==> src/rtl/sft_pkg.sv <==
package sft_pkg;
  typedef struct packed {
    logic [1:0] rx_code;
    logic [1:0] tx_code;
    logic       mdm_en;
    logic [2:0] rsvd;
  } ctrl_t;

  function automatic int unsigned rx_level(logic [1:0] code, logic sync_mode);
    case (code)
      2'd0:    return 1;
      2'd1:    return sync_mode ? 2 : 4;
      2'd2:    return 8;
      default: return 14;
    endcase
  endfunction

  function automatic int unsigned tx_level(logic [1:0] code);
    case (code)
      2'd0:    return 8;
      2'd1:    return 4;
      2'd2:    return 2;
      default: return 0;
    endcase
  endfunction
endpackage

==> src/rtl/sft_fifo.sv <==
module sft_fifo #(
  parameter int DW    = 8,
  parameter int DEPTH = 16,
  localparam int AW   = $clog2(DEPTH),
  localparam int CW   = $clog2(DEPTH + 1)
) (
  input  logic          clk_i,
  input  logic          rst_ni,
  input  logic          push_i,
  input  logic [DW-1:0] data_i,
  input  logic          pop_i,
  output logic [DW-1:0] data_o,
  output logic [CW-1:0] count_o
);
  logic [DW-1:0] mem_q [DEPTH];
  logic [AW-1:0] wptr_q, rptr_q;
  logic [CW-1:0] cnt_q;
  logic          push_ok, pop_ok;

  assign push_ok = push_i && (cnt_q != CW'(DEPTH));
  assign pop_ok  = pop_i && (cnt_q != '0);

  function automatic logic [AW-1:0] nxt(logic [AW-1:0] p);
    return (p == AW'(DEPTH - 1)) ? '0 : p + 1'b1;
  endfunction

  always_ff @(posedge clk_i or negedge rst_ni) begin
    if (!rst_ni) begin
      wptr_q <= '0;
      rptr_q <= '0;
      cnt_q  <= '0;
    end else begin
      if (push_ok) wptr_q <= nxt(wptr_q);
      if (pop_ok)  rptr_q <= nxt(rptr_q);
      case ({push_ok, pop_ok})
        2'b10:   cnt_q <= cnt_q + 1'b1;
        2'b01:   cnt_q <= cnt_q - 1'b1;
        default: cnt_q <= cnt_q;
      endcase
    end
  end

  always_ff @(posedge clk_i) begin
    if (push_ok) mem_q[wptr_q] <= data_i;
  end

  assign data_o  = mem_q[rptr_q];
  assign count_o = cnt_q;
endmodule

==> src/rtl/sft_flag.sv <==
module sft_flag #(
  parameter int CW       = 5,
  parameter bit AT_LEAST = 1'b1
) (
  input  logic          clk_i,
  input  logic          rst_ni,
  input  logic [CW-1:0] count_i,
  input  logic [CW-1:0] level_i,
  input  logic          clr_i,
  output logic          flag_o
);
  logic cond, flag_q;

  generate
    if (AT_LEAST) begin : g_ge
      assign cond = count_i >= level_i;
    end else begin : g_le
      assign cond = count_i <= level_i;
    end
  endgenerate

  // sticky: only a clear with the condition gone drops the flag
  always_ff @(posedge clk_i or negedge rst_ni) begin
    if (!rst_ni) flag_q <= 1'b0;
    else         flag_q <= cond | (flag_q & ~clr_i);
  end

  assign flag_o = flag_q;
endmodule

==> src/rtl/sft_modem.sv <==
module sft_modem #(
  parameter int CW        = 5,
  parameter int RTS_LEVEL = 15
) (
  input  logic          en_i,
  input  logic          cts_ni,
  input  logic [CW-1:0] rx_count_i,
  output logic          cts_eff_no,
  output logic          rts_no
);
  assign cts_eff_no = en_i ? cts_ni : 1'b0;
  assign rts_no     = en_i ? (rx_count_i >= CW'(RTS_LEVEL)) : 1'b0;
endmodule

==> src/rtl/sfifo_trig_ctrl.sv <==
module sfifo_trig_ctrl
  import sft_pkg::*;
#(
  parameter int DW        = 8,
  parameter int DEPTH     = 16,
  parameter int RTS_LEVEL = 15,
  localparam int CW       = $clog2(DEPTH + 1)
) (
  input  logic          clk_i,
  input  logic          rst_ni,
  input  logic          sync_mode_i,
  input  logic          ctrl_we_i,
  input  logic [7:0]    ctrl_wdata_i,
  input  logic          tx_push_i,
  input  logic [DW-1:0] tx_data_i,
  input  logic          tx_pop_i,
  output logic [DW-1:0] tx_data_o,
  output logic [CW-1:0] tx_count_o,
  input  logic          rx_push_i,
  input  logic [DW-1:0] rx_data_i,
  input  logic          rx_pop_i,
  output logic [DW-1:0] rx_data_o,
  output logic [CW-1:0] rx_count_o,
  input  logic          rx_full_clr_i,
  input  logic          tx_empty_clr_i,
  output logic          rx_full_o,
  output logic          tx_empty_o,
  input  logic          cts_ni,
  output logic          cts_eff_no,
  output logic          rts_no
);
  ctrl_t         ctrl_q;
  logic [CW-1:0] rx_lvl, tx_lvl;
  logic          mdm_en;

  always_ff @(posedge clk_i or negedge rst_ni) begin
    if (!rst_ni)        ctrl_q <= '0;
    else if (ctrl_we_i) ctrl_q <= ctrl_t'(ctrl_wdata_i);
  end

  assign rx_lvl = CW'(rx_level(ctrl_q.rx_code, sync_mode_i));
  assign tx_lvl = CW'(tx_level(ctrl_q.tx_code));
  // modem control is not allowed in synchronous mode
  assign mdm_en = ctrl_q.mdm_en & ~sync_mode_i;

  sft_fifo #(.DW(DW), .DEPTH(DEPTH)) u_tx_fifo (
    .clk_i, .rst_ni,
    .push_i (tx_push_i), .data_i (tx_data_i), .pop_i (tx_pop_i),
    .data_o (tx_data_o), .count_o(tx_count_o)
  );

  sft_fifo #(.DW(DW), .DEPTH(DEPTH)) u_rx_fifo (
    .clk_i, .rst_ni,
    .push_i (rx_push_i), .data_i (rx_data_i), .pop_i (rx_pop_i),
    .data_o (rx_data_o), .count_o(rx_count_o)
  );

  sft_flag #(.CW(CW), .AT_LEAST(1'b1)) u_rx_flag (
    .clk_i, .rst_ni,
    .count_i(rx_count_o), .level_i(rx_lvl), .clr_i(rx_full_clr_i), .flag_o(rx_full_o)
  );

  sft_flag #(.CW(CW), .AT_LEAST(1'b0)) u_tx_flag (
    .clk_i, .rst_ni,
    .count_i(tx_count_o), .level_i(tx_lvl), .clr_i(tx_empty_clr_i), .flag_o(tx_empty_o)
  );

  sft_modem #(.CW(CW), .RTS_LEVEL(RTS_LEVEL)) u_modem (
    .en_i(mdm_en), .cts_ni, .rx_count_i(rx_count_o), .cts_eff_no, .rts_no
  );
endmodule

==> config.mk <==
export PLATFORM = sky130hd
export DESIGN_NAME = sfifo_trig_ctrl
export DESIGN_NICKNAME = d
export VERILOG_FILES = /design/src/rtl/sft_pkg.sv /design/src/rtl/sft_fifo.sv /design/src/rtl/sft_flag.sv /design/src/rtl/sft_modem.sv /design/src/rtl/sfifo_trig_ctrl.sv
export SDC_FILE = /design/constraint.sdc
export NUM_CORES = 1
export LEC_CHECK = 0
export CAP_MARGIN = 10
export CORE_AREA = 2 2 156 158
export CTS_BUF_LIST = sky130_fd_sc_hd__clkbuf_4 sky130_fd_sc_hd__clkbuf_8 sky130_fd_sc_hd__clkbuf_16
export DETAILED_ROUTE_END_ITERATION = 8
export DIE_AREA = 0 0 158 160
export PLACE_DENSITY_LB_ADDON = 0.05
export SYNTH_ARGS = -nofsm -noshare
export SYNTH_HDL_FRONTEND = slang
export SYNTH_SLANG_ARGS = --single-unit
==> constraint.sdc <==
create_clock -name clk_i -period 5.8 [get_ports clk_i]
set_input_delay 1.16 -clock clk_i [delete_from_list [all_inputs] [get_ports clk_i]]
set_output_delay 1.16 -clock clk_i [all_outputs]
set_load 0.005 [all_outputs]
==> After elaboration in Yosys (flattened, before gate mapping) <==
Memories as Yosys holds them, arrays and structs flattened.
Cells that the tools add are included.
{ "classes": {"n_addsub": 8, "n_lt_le_gt_ge": 3, "reduce_logical": 10, "mux": 15, "n_bitwise": 8, "n_eq_ne": 14} }
{ "ops": {"columns": ["op", "count"], "rows": [
  ["4-bit one-hot mux with 3 select lines", 2],
  ["5-bit one-hot mux with 2 select lines", 2],
  ["4-bit by 1-bit adder with 4-bit output (second input constant)", 4],
  ["4-bit equality test (second input constant)", 4],
  ["4-bit two-way mux", 4],
  ["5-bit by 1-bit adder with 5-bit output (second input constant)", 2],
  ["5-bit inequality test (second input constant)", 2],
  ["5-bit nonzero test", 2],
  ["5-bit by 1-bit subtractor with 5-bit output (second input constant)", 2],
  ["2-bit by 1-bit equality test with 1-bit output (second input constant)", 4],
  ["2-bit equality test (second input constant)", 4],
  ["1-bit two-way mux", 6],
  ["5-bit by 4-bit greater-or-equal comparator with 1-bit output", 1],
  ["5-bit by 4-bit greater-or-equal comparator with 1-bit output (second input constant)", 1],
  ["5-bit by 4-bit less-or-equal comparator with 1-bit output", 1],
  ["1-bit logical AND", 4],
  ["2-bit zero test", 2],
  ["2-bit nonzero test", 2],
  ["1-bit AND", 3],
  ["3-bit two-way mux", 1],
  ["1-bit NOT", 3],
  ["1-bit OR", 2]
]} }
{ "word_totals": {"inputBits": 35, "wordCells": 71, "ramBits": 256, "memories": 2, "register_bits": 33} }
{ "memory_table": {"columns": ["memory", "depth", "width", "rd", "rd_ports_with_merged_regs", "wr", "line", "text"], "rows": [
  ["u_rx_fifo.mem_q", 16, 8, 1, 0, 1, "sft_fifo.sv:15", "logic [DW-1:0] mem_q [DEPTH];"],
  ["u_tx_fifo.mem_q", 16, 8, 1, 0, 1, "sft_fifo.sv:15", null]
]} }

==> Logic depth before layout (Yosys ltp) <==
Gate-level depths: netlist of the first run.
{ "logic_depth": {"word_depth": 4, "depth_mapped": 13} }

==> Cells and area by module <==
A second synthesis of the first run with hierarchy kept.
{ "hier_totals": {"hier_cells": 680, "hier_area_um2": 12134.1} }
{ "modules_own_cells": {"columns": ["module", "cells_each", "area_per_inst_um2", "n_inst"], "rows": [
  ["sft_fifo", 309, 5786.8, 2],
  ["sfifo_trig_ctrl", 21, 231.5, 1],
  ["sft_flag (u_rx_flag)", 19, 156.4, 1],
  ["sft_flag (u_tx_flag)", 19, 151.4, 1],
  ["sft_modem", 3, 21.3, 1]
]} }

==> Worst setup path before layout of the first run <==
Ideal clock, no wire load.
{ "synth_timing": {"kind": "input port to flip-flop", "startpoint": "input port tx_push_i", "endpoint": "register u_tx_fifo.cnt_q[4], in the netlist u_tx_fifo.count_o[4]", "setup_time_ns": 0.125, "path_buffers": 1, "arrival_time_ns": 2.974, "stages": 11, "setup_slack_ns": 2.700, "required_time_ns": 5.675, "path_cell_list": "o21a_1 > buf_2 > inv_1 > ha_1 > inv_1 > fa_1 > nor2b_1 > o21ai_0 > nand3_1 > or3b_2 > xnor2_1"} }
{ "synth_via": {"elab_chain_cells": 3, "word_cells_on_any_way": 5, "classes_between": "eq/ne (2); mux (1); reduce/logical (2)"} }
{ "synth_rtl": {"columns": ["item", "line", "text"], "rows": [
  ["start, declared", "sfifo_trig_ctrl.sv:14", "input logic tx_push_i,"],
  ["1-bit logical AND (*)", "sft_fifo.sv:20", "assign push_ok = push_i && (cnt_q != CW'(DEPTH));"],
  ["2-bit by 1-bit equality test with 1-bit output or 2-bit equality test (tied branches)", "sft_fifo.sv:35", "case ({push_ok, pop_ok})"],
  ["5-bit one-hot mux with 2 select lines or 2-bit nonzero test (tied branches)", null, null],
  ["end signal, assigned", "sft_fifo.sv:36", "2'b10: cnt_q <= cnt_q + 1'b1;"],
  ["end signal, assigned", "sft_fifo.sv:37", "2'b01: cnt_q <= cnt_q - 1'b1;"],
  ["end signal, assigned", "sft_fifo.sv:38", "default: cnt_q <= cnt_q;"],
  ["end, declared", "sft_fifo.sv:17", "logic [CW-1:0] cnt_q;"]
]} }
Every way passes the cells marked *; elsewhere a longest branch is shown, timed or not.
A chain may end at the register's enable or synchronous reset.

==> Final worst setup path of the first run <==
{ "layout_timing": {"startpoint": "register u_tx_fifo.rptr_q[0]", "endpoint": "output port tx_data_o[2]"} }
{ "layout_via": {"elab_chain_cells": 1} }
{ "layout_rtl": {"columns": ["item", "line", "text"], "rows": [
  ["start, declared", "sft_fifo.sv:16", "logic [AW-1:0] wptr_q, rptr_q;"],
  ["start signal, assigned", "sft_fifo.sv:34", "if (pop_ok) rptr_q <= nxt(rptr_q);"],
  ["memory read 16 x 8 bit", null, null],
  ["end, declared", "sfifo_trig_ctrl.sv:17", "output logic [DW-1:0] tx_data_o,"]
]} }
No other way between the ends.

==> flow_summary.json, run 1 <==
{
  "outcome": "completed",
  "first_iter_violations": 430,
  "grt_use_total": 0.1863,
  "r2r_setup_slack_ns": 2.57,
  "vdd_drop_max_mv": 0.2770,
  "dieArea_um2": 25280,
  "drive_above_1_share": 0.1607,
  "synth_common_cells": "edfxtp_1 (256), mux4_2 (36), o21ai_0 (36)",
  "synth_top_area_frac": 0.6328,
  "cts-resized-gates": 0,
  "cp.required_ns": 4.64,
  "arrival_ns": 3.34,
  "hold_depth": 2,
  "synth_most_common_cell": "edfxtp_1",
  "cts_buffer_depth": 3,
  "syn_inst": 692,
  "synthXorXnorAreaFrac": 0.01009,
  "diodes": 0,
  "reg2reg_from": "u_tx_fifo.count_o[0]",
  "rsz0062_at_grt": "no",
  "synth_top_family_by_area": "multiplexers",
  "dieWidth_um": 158,
  "rr_endpoint": "u_tx_fifo.count_o[4]",
  "cts.sinks": 289,
  "grt_first_pass_wirelength_um": 35850,
  "synth.avg_cell_area_um2": 17.55,
  "hpwl_um": 14720,
  "r2r_cells": 11,
  "cts_tree": "yes",
  "tns_ns": 0,
  "gp_congestion": 0.7942,
  "wire_per_inst_um": 20.59,
  "htreeDepth": 1,
  "synth-edff-count": 256,
  "wirelength_um": 22820,
  "die_h_um": 160,
  "core_area_um2": 23820,
  "yosysUniqueCellTypes": 52,
  "async_flop_share": 0.1142,
  "powerDensity_nw_per_um2": 488.0,
  "io_pins": 65,
  "max_slew_margin": 0.2374,
  "worstSetupPathType": "register to output pin",
  "via_per_inst": 5.569,
  "leakagePower_uw": 0.004859,
  "ys_seq_elements": 289,
  "cts-root-buf": "clkbuf_16",
  "holdWs_ns": 0.4884,
  "final_nets": 823,
  "drtPass1Iterations": 5,
  "grt_max_degree": 42,
  "crit_path_start": "u_tx_fifo.rptr_q[0]",
  "dp_slack_ns": 1.775,
  "synth_compound_area_frac": 0.05407,
  "grt_pass1_vias": 6390,
  "syn_to_final_growth_pct": 14.95,
  "yosysTopAreaCell": "edfxtp_1",
  "setup_ws_ns": 1.296,
  "finalCriticalPeriod_ns": 4.504,
  "synth-simple-area-share": 0.04223,
  "maxSlewViolCount": 0,
  "rows": 57,
  "vias": 6170,
  "cp_max_fo": 25,
  "cp-start-kind": "register",
  "syn-cell-area_um2": 12150,
  "hold_start": "u_rx_flag.flag_o",
  "holdCritPathClass": "register to register",
  "io_buffers": 61,
  "antenna_found_initial": 0,
  "power.total_uw": 6815,
  "synth_nets": 753,
  "ys_warn_count": 0,
  "drc": 0,
  "finalSetupViolations": 0,
  "clock_skew_ns": 0.01265,
  "ctsHoldBuffers": 0,
  "finalHoldViolations": 0,
  "final_core_util": 0.5862,
  "clock_latency_ns": 0.55,
  "yosysSeqAreaShare": 0.7008,
  "numCtsBuffers": 29,
  "cp-end-kind": "output pin",
  "worst_pin_slew_ns": 1.144,
  "synth.mux.area_fraction": 0.1354,
  "ys.flop_type": "edfxtp_1",
  "hold_end": "u_rx_flag.flag_o",
  "synthAdderAreaFrac": 0.02740,
  "synth.area.top_cells": "edfxtp_1 (63%), dfrtp_1 (6.8%), mux4_2 (6.7%)",
  "post_cts_buffers": 0,
  "fill_cells": 1818,
  "max_cap_violations": 0,
  "grt_overflow": 0,
  "period_share": 0.7765,
  "drtAntennaViolNets": 0,
  "start_util": 0.5100,
  "clk_pin_slew_ns": 0.06,
  "clock.fmax_ghz": 0.2220
}
==> how the worst max path moves through the flow <==
stage / to / slack (ns) / depth (start not counted)
after CTS: tx_data_o[2] / 1.18 / 6
after global routing: rx_data_o[6] / 1.02 / 6
after floorplan: u_tx_fifo.count_o[4] / 2.70 / 11
after global placement: tx_data_o[2] / 1.78 / 6
final: tx_data_o[2] / 1.30 / 6
after detailed placement: tx_data_o[2] / 1.77 / 6
==> where the power goes <==
| part | leakage, uW | switching, uW | internal (uW) |
|---|---|---|---|
| clock | 0.000496 | 766 | 1150 |
| sequential | 0.00270 | 367 | 2540 |
| combinational | 0.00166 | 910 | 1090 |
==> sequential cells by signal (all words and copies together) (netlist names) <==
register           flops
u_tx_fifo.mem_q      128
u_rx_fifo.rptr_q       4
ctrl_q                 5
u_tx_fifo.wptr_q       4
u_rx_flag.flag_o       1
u_tx_fifo.rptr_q       4
u_rx_fifo.count_o      5
u_tx_flag.flag_o       1
u_rx_fifo.mem_q      128
u_tx_fifo.count_o      5
u_rx_fifo.wptr_q       4
==> cell type report <==
type / count / area (um^2) / area share
Clock buffer: 31 / 740.7 / 0.05304
Tap cell: 324 / 405.4 / 0.02903
Inverter: 19 / 71.32 / 0.005107
Clock inverter: 22 / 242.7 / 0.01738
Sequential cell: 289 / 8516 / 0.6098
Multi-Input combinational cell: 347 / 3271 / 0.2342
Timing Repair Buffer: 76 / 718.2 / 0.05143
==> logic make-up after synthesis <==
kind of cell	Yosys count
flip-flops	289
AO/OA/AOI/OAI	105
AND/OR/NAND/NOR	105
multiplexers	97
buffers and inverters	56
adder cells (fa/ha/maj)	26
XOR/XNOR	14
==> layer usage <==
metal | vias to the layer above | GRT usage | routed length [um] | part of all wire
met4 | 0 | 0.04545 | 462 | 0.020
li1 | 2867 | - | - | -
met3 | 34 | 0.02469 | 933 | 0.041
met5 | - | 0 | 0 | 0
met1 | 3145 | 0.2382 | 9268 | 0.41
met2 | 124 | 0.3364 | 12150 | 0.53
==> metrics by stage <==
stage	cell area, um^2	cells
after floorplan	12150	692
after global placement	12980	1055
after detailed placement	12980	1055
after CTS	13960	1108
after global routing	13960	1108
final	13960	1108
==> critical path, stage by stage (launching register included) <==
cell	delay, ns
dfrtp_2	0.86
buf_4	0.40
mux4_2	0.53
and2b_2	0.21
a211oi_1	0.23
a21oi_1	0.08
clkdlybuf4s50_1	0.49
==> cell usage in the layout, fill, tap and decap left out, types with 3 or more instances in the layout <==
| master | count |
|---|---|
| edfxtp_1 | 256 |
| clkdlybuf4s50_1 | 60 |
| mux4_2 | 36 |
| o21ai_0 | 36 |
| nand2_1 | 35 |
| mux2i_1 | 32 |
| dfrtp_1 | 31 |
| clkbuf_16 | 29 |
| nor2_1 | 27 |
| a21oi_1 | 25 |
| ha_1 | 25 |
| inv_1 | 19 |
| mux2_2 | 15 |
| buf_4 | 15 |
| mux4_1 | 12 |
| clkinv_2 | 10 |
| a211oi_1 | 9 |
| nor2b_1 | 8 |
| a221oi_1 | 8 |
| a22oi_1 | 8 |
| nor3_1 | 8 |
| xnor2_1 | 8 |
| nand3_1 | 7 |
| nand2b_1 | 6 |
| xor2_1 | 6 |
| clkinv_1 | 6 |
| bufinv_16 | 5 |
| a21o_1 | 4 |
| o21a_1 | 3 |
| a31oi_1 | 3 |
(Power assumes the default switching activity.)
==> run 2, diff against run 1 <==
- clock period: 5.8 -> 4.3 ns (I/O delays scaled with it)
==> flow_summary.json, run 2 (synthesized netlist as in run 1, its figures left out) <==
{
  "multi_input_area_um2": 3271,
  "fin_area_um2": 13890,
  "die_h_um": 160,
  "clk_pin_slew_ns": 0.06,
  "wire_per_inst_um": 20.57,
  "highest_layer": "met4",
  "dieWidth_um": 158,
  "reg_top3": "u_rx_fifo.mem_q: 128 flops, u_tx_fifo.mem_q: 128 flops",
  "vias": 6123,
  "finalCriticalPeriod_ns": 3.891,
  "arrival_ns": 3.03,
  "holdCritPathClass": "input port to asynchronous set/reset pin",
  "drtPass1Iterations": 5,
  "numCtsBuffers": 29,
  "tns_ns": 0,
  "rsz0062_at_grt": "no",
  "met3_length_um": 848,
  "grt_overflow": 0,
  "grt_use_total": 0.1868,
  "clock.fmax_ghz": 0.2570,
  "drc": 0,
  "route.met2.wl_um": 12270,
  "wirelength_um": 22790,
  "period_share": 0.9049,
  "final_common_cell": "edfxtp_1",
  "antenna_found_initial": 0,
  "cp-end-kind": "output pin",
  "clock_skew_ns": 0.01048,
  "placed_area_um2": 12990,
  "cts_tree": "yes",
  "dieArea_um2": 25280,
  "grt_first_pass_wirelength_um": 35910,
  "finalHoldViolations": 0,
  "first_iter_violations": 509,
  "powerDensity_nw_per_um2": 646.9,
  "max_cap_violations": 0,
  "worstSetupPathType": "register to output pin",
  "hpwl_um": 15080,
  "fill_cells": 1875,
  "cp.required_ns": 3.44,
  "layout_common_cells": "edfxtp_1 (256), clkdlybuf4s50_1 (60), mux4_2 (36), o21ai_0 (36), nand2_1 (35)",
  "io_pins": 65,
  "start_util": 0.5100,
  "cts_buffer_depth": 3,
  "clock_latency_ns": 0.55,
  "r2r_cells": 11,
  "diodes": 0,
  "reg2reg_from": "u_tx_fifo.count_o[0]",
  "rows": 57,
  "htreeDepth": 1,
  "final_nets": 822,
  "outcome": "completed",
  "max_slew_margin": 0.3487,
  "drtAntennaViolNets": 0,
  "gp_congestion": 0.7758,
  "io_buffers": 61,
  "grt_max_degree": 34,
  "core_area_um2": 23820,
  "grt_pass1_vias": 6407,
  "leakagePower_uw": 0.004822,
  "regArea_um2": 8518,
  "ctsHoldBuffers": 0,
  "worst_pin_slew_ns": 0.9733,
  "maxSlewViolCount": 0,
  "r2r_setup_slack_ns": 1.11,
  "cts.sinks": 289,
  "cts-root-buf": "clkbuf_16",
  "drive_above_1_share": 0.1582,
  "rr_endpoint": "u_tx_fifo.count_o[4]",
  "via_per_inst": 5.526,
  "cp-start-kind": "register",
  "vdd_drop_max_mv": 0.3290,
  "wirelength_met1_um": 9269,
  "finalSetupViolations": 0,
  "syn_to_final_growth_pct": 14.34,
  "cp_max_fo": 24
}
run 2: cell types whose count changed in the layout (fill, tap and decap cells not counted), sizes merged:
cell    previous run  this run
buf               16        15
clkinv            16        15
clkbuf            31        37
bufinv             5         1
run 2: what timing repair did:
| item | 4_1_cts | 5_1_grt |
|---|---|---|
| setup buffers | 0 | 0 |
| resized for setup | 0 | 1 |
| setup endpoints to repair | 0 | 1 |
run 2: layer usage:
layer / vias up / global-route usage
met2: 106 / 0.3354
met1: 3120 / 0.2379
met4: 0 / 0.04505
met3: 35 / 0.02931
li1: 2862 / -
met5: - / 0
run 2: worst max-delay path: stages, from the launching register on:
cell and delay [ns]:
dfrtp_4 0.69, buf_4 0.35, mux4_1 0.58, a211oi_1 0.27, a21oi_1 0.08, clkdlybuf4s50_1 0.49
run 2: area by class of cell:
cell class	count	area share
tap	324	0.02919
multi-input combinational	347	0.2355
clock inverter	17	0.008287
timing repair buffer	75	0.05207
inverter	19	0.005135
clock buffer	37	0.05657
sequential	289	0.6133
run 2: how the worst max path moves through the flow:
stage | to | depth (start not counted) | startpoint
2_1_floorplan | u_tx_fifo.count_o[4] | 12 | u_tx_fifo.count_o[0]
3_3_place_gp | tx_data_o[1] | 5 | u_tx_fifo.rptr_q[0]
3_5_place_dp | tx_data_o[2] | 5 | u_tx_fifo.rptr_q[0]
4_1_cts | tx_data_o[2] | 5 | u_tx_fifo.rptr_q[0]
5_1_grt | tx_data_o[5] | 5 | u_tx_fifo.rptr_q[0]
6_report | tx_data_o[1] | 5 | u_tx_fifo.rptr_q[0]
run 2: per-stage QoR:
stage | instances | hold slack [ns] | utilization | setup WS (ns) | total power (uW)
3_3_place_gp | 1054 | 0.4734 | 0.5452 | 0.7023 | 6669
6_report | 1108 | 0.3715 | 0.5831 | 0.4088 | 8985
5_1_grt | 1108 | 0.4288 | 0.5831 | 0.1735 | 9511
2_1_floorplan | 692 | 0.4782 | - | 1.316 | 5767
4_1_cts | 1108 | 0.3962 | 0.5830 | 0.1204 | 9120
3_5_place_dp | 1054 | 0.4891 | 0.5452 | 0.7211 | 6745
run 2: where the power goes:
group          leakage, uW  switching, uW  internal [uW]
logic              0.00166           1300           1470
clock network     0.000458           1010           1350
registers          0.00270            430           3430
==> run 3, diff against run 2 <==
- CTS_BUF_LIST: sky130_fd_sc_hd__clkbuf_4 sky130_fd_sc_hd__clkbuf_8 sky130_fd_sc_hd__clkbuf_16 -> sky130_fd_sc_hd__clkbuf_8
- GPL_ROUTABILITY_DRIVEN: unset -> 0
- clock period: 4.3 -> 3.2 ns (I/O delays scaled with it)
==> flow_summary.json, run 3 (synthesized netlist as in run 1, its figures left out) <==
{
  "hpwl_um": 15520,
  "core_area_um2": 23820,
  "r2r_setup_slack_ns": 0.20,
  "power.total_uw": 12280,
  "vdd_drop_max_mv": 0.4912,
  "max_cap_violations": 0,
  "cp-end-kind": "output pin",
  "finalCriticalPeriod_ns": 3.168,
  "io_buffers": 61,
  "drtPass1Iterations": 4,
  "drc": 0,
  "reg2reg_from": "u_tx_fifo.count_o[0]",
  "vias": 6425,
  "first_iter_violations": 318,
  "syn_to_final_growth_pct": 18.42,
  "placed_area_um2": 13320,
  "grt_use_total": 0.1959,
  "outcome": "completed",
  "max_slew_margin": 0.4692,
  "htreeDepth": 2,
  "met1_usage": 0.2379,
  "final_common_cell": "edfxtp_1",
  "dieWidth_um": 158,
  "cts_buffer_depth": 3,
  "grt_use_met2": 0.3611,
  "cp.required_ns": 2.56,
  "wirelength_um": 24160,
  "cp-start-kind": "register",
  "drtAntennaViolNets": 0,
  "cp_max_fo": 11,
  "numCtsBuffers": 46,
  "holdCritPathClass": "input port to asynchronous set/reset pin",
  "arrival_ns": 2.53,
  "rsz0062_at_grt": "yes",
  "drive_above_1_share": 0.2389,
  "final_cells": 1182,
  "leakagePower_uw": 0.005190,
  "top_usage_layer": "met2",
  "worstSetupPathType": "register to output pin",
  "clock_latency_ns": 0.54,
  "r2r_cells": 11,
  "tns_ns": 0,
  "reg_top3": "u_rx_fifo.mem_q: 128 flops, u_tx_fifo.mem_q: 128 flops",
  "diodes": 0,
  "grt_pass1_vias": 6832,
  "rows": 57,
  "clk_pin_slew_ns": 0.06,
  "worst_pin_slew_ns": 0.7962,
  "cts.sinks": 289,
  "clock_skew_ns": 0.01640,
  "wire_per_inst_um": 20.44,
  "rr_endpoint": "u_tx_fifo.count_o[4]",
  "cts-root-buf": "clkbuf_8",
  "via_per_inst": 5.436,
  "clock.fmax_ghz": 0.3156,
  "powerDensity_nw_per_um2": 853.9,
  "layout_common_cells": "edfxtp_1 (256), buf_4 (54), clkbuf_8 (47), clkdlybuf4s50_1 (47)",
  "antenna_found_initial": 0,
  "grt_first_pass_wirelength_um": 37740,
  "grt_max_degree": 35,
  "cts_tree": "yes",
  "finalSetupViolations": 0,
  "maxSlewViolCount": 0,
  "fin_area_um2": 14390,
  "holdWs_ns": 0.1773,
  "finalHoldViolations": 0,
  "grt_overflow": 0,
  "placedCellCount": 1094,
  "die_h_um": 160,
  "start_util": 0.5100,
  "period_share": 0.9900,
  "io_pins": 65,
  "final_nets": 888,
  "met3_usage": 0.03256,
  "dieArea_um2": 25280
}
==> run 3: cell types whose count changed in the layout (fill, tap and decap cells not counted), moves of 6 or more <==
cell,delta
o21ai_0,-8
dlygate4sd2_1,+6
a221oi_1,-8
buf_4,+41
clkbuf_4,-8
clkbuf_8,+47
o21ai_1,+8
inv_1,+17
clkdlybuf4s50_1,-13
clkbuf_16,-28
buf_12,+6
a221oi_2,+7
==> run 3: per-stage QoR <==
stage | utilization | worst slack [ns]
5_1_grt | 0.6039 | -0.08434
4_1_cts | 0.6004 | -0.04026
6_report | 0.6039 | 0.03192
2_1_floorplan | - | 0.2161
3_3_place_gp | 0.5594 | 0.08573
3_5_place_dp | 0.5594 | 0.1022
==> run 3: timing repair <==
| action | CTS | global route |
|---|---|---|
| cloned | 0 | 1 |
| pin swaps | 1 | 9 |
| hold buffers | 0 | 0 |
| gates resized for setup | 36 | 22 |
| buffers inserted | 7 | 1 |
| setup endpoints to repair | 16 | 11 |
==> run 3: final cells by class <==
class	count	area, um^2
multi-input combinational	347	3398
clock buffer	47	646.9
tap	324	405.4
clock inverter	32	160.2
fill	1831	9435
inverter	19	71.32
timing repair buffer	124	1182
sequential	289	8521
==> run 3: layer usage <==
layer,up-vias,wire length (um),share of wire
li1,2998,-,-
met4,0,465,0.019
met5,-,0,0
met2,119,13260,0.55
met1,3266,9532,0.39
met3,42,894,0.037
==> run 3: worst max-delay path by stage <==
| stage | end | slack, ns | start | depth (start not counted) |
|---|---|---|---|---|
| global route | rx_data_o[3] | -0.08 | u_rx_fifo.rptr_q[0] | 5 |
| detailed placement | rx_data_o[7] | 0.10 | u_rx_fifo.rptr_q[1] | 5 |
| finish | rx_data_o[3] | 0.03 | u_rx_fifo.rptr_q[0] | 5 |
| CTS | tx_data_o[0] | -0.04 | u_tx_fifo.rptr_q[0] | 7 |
| global placement | rx_data_o[2] | 0.09 | u_rx_fifo.rptr_q[1] | 5 |
| floorplan | u_tx_fifo.count_o[4] | 0.22 | u_tx_fifo.count_o[0] | 12 |
==> run 3: critical path, stage by stage, from the launching register on <==
cell and delay (ns):
dfrtp_2 0.43, buf_4 0.25, mux4_2 0.55, a22oi_1 0.17, nand2_1 0.10, clkdlybuf4s50_1 0.47
==> run 3: power by group <==
| part | internal, uW | total, uW | leakage, uW | switching, uW |
|---|---|---|---|---|
| Clock | 1440 | 2780 | 0.000472 | 1340 |
| Sequential | 4610 | 5000 | 0.00270 | 387 |
| Combinational | 2340 | 4500 | 0.00202 | 2160 |
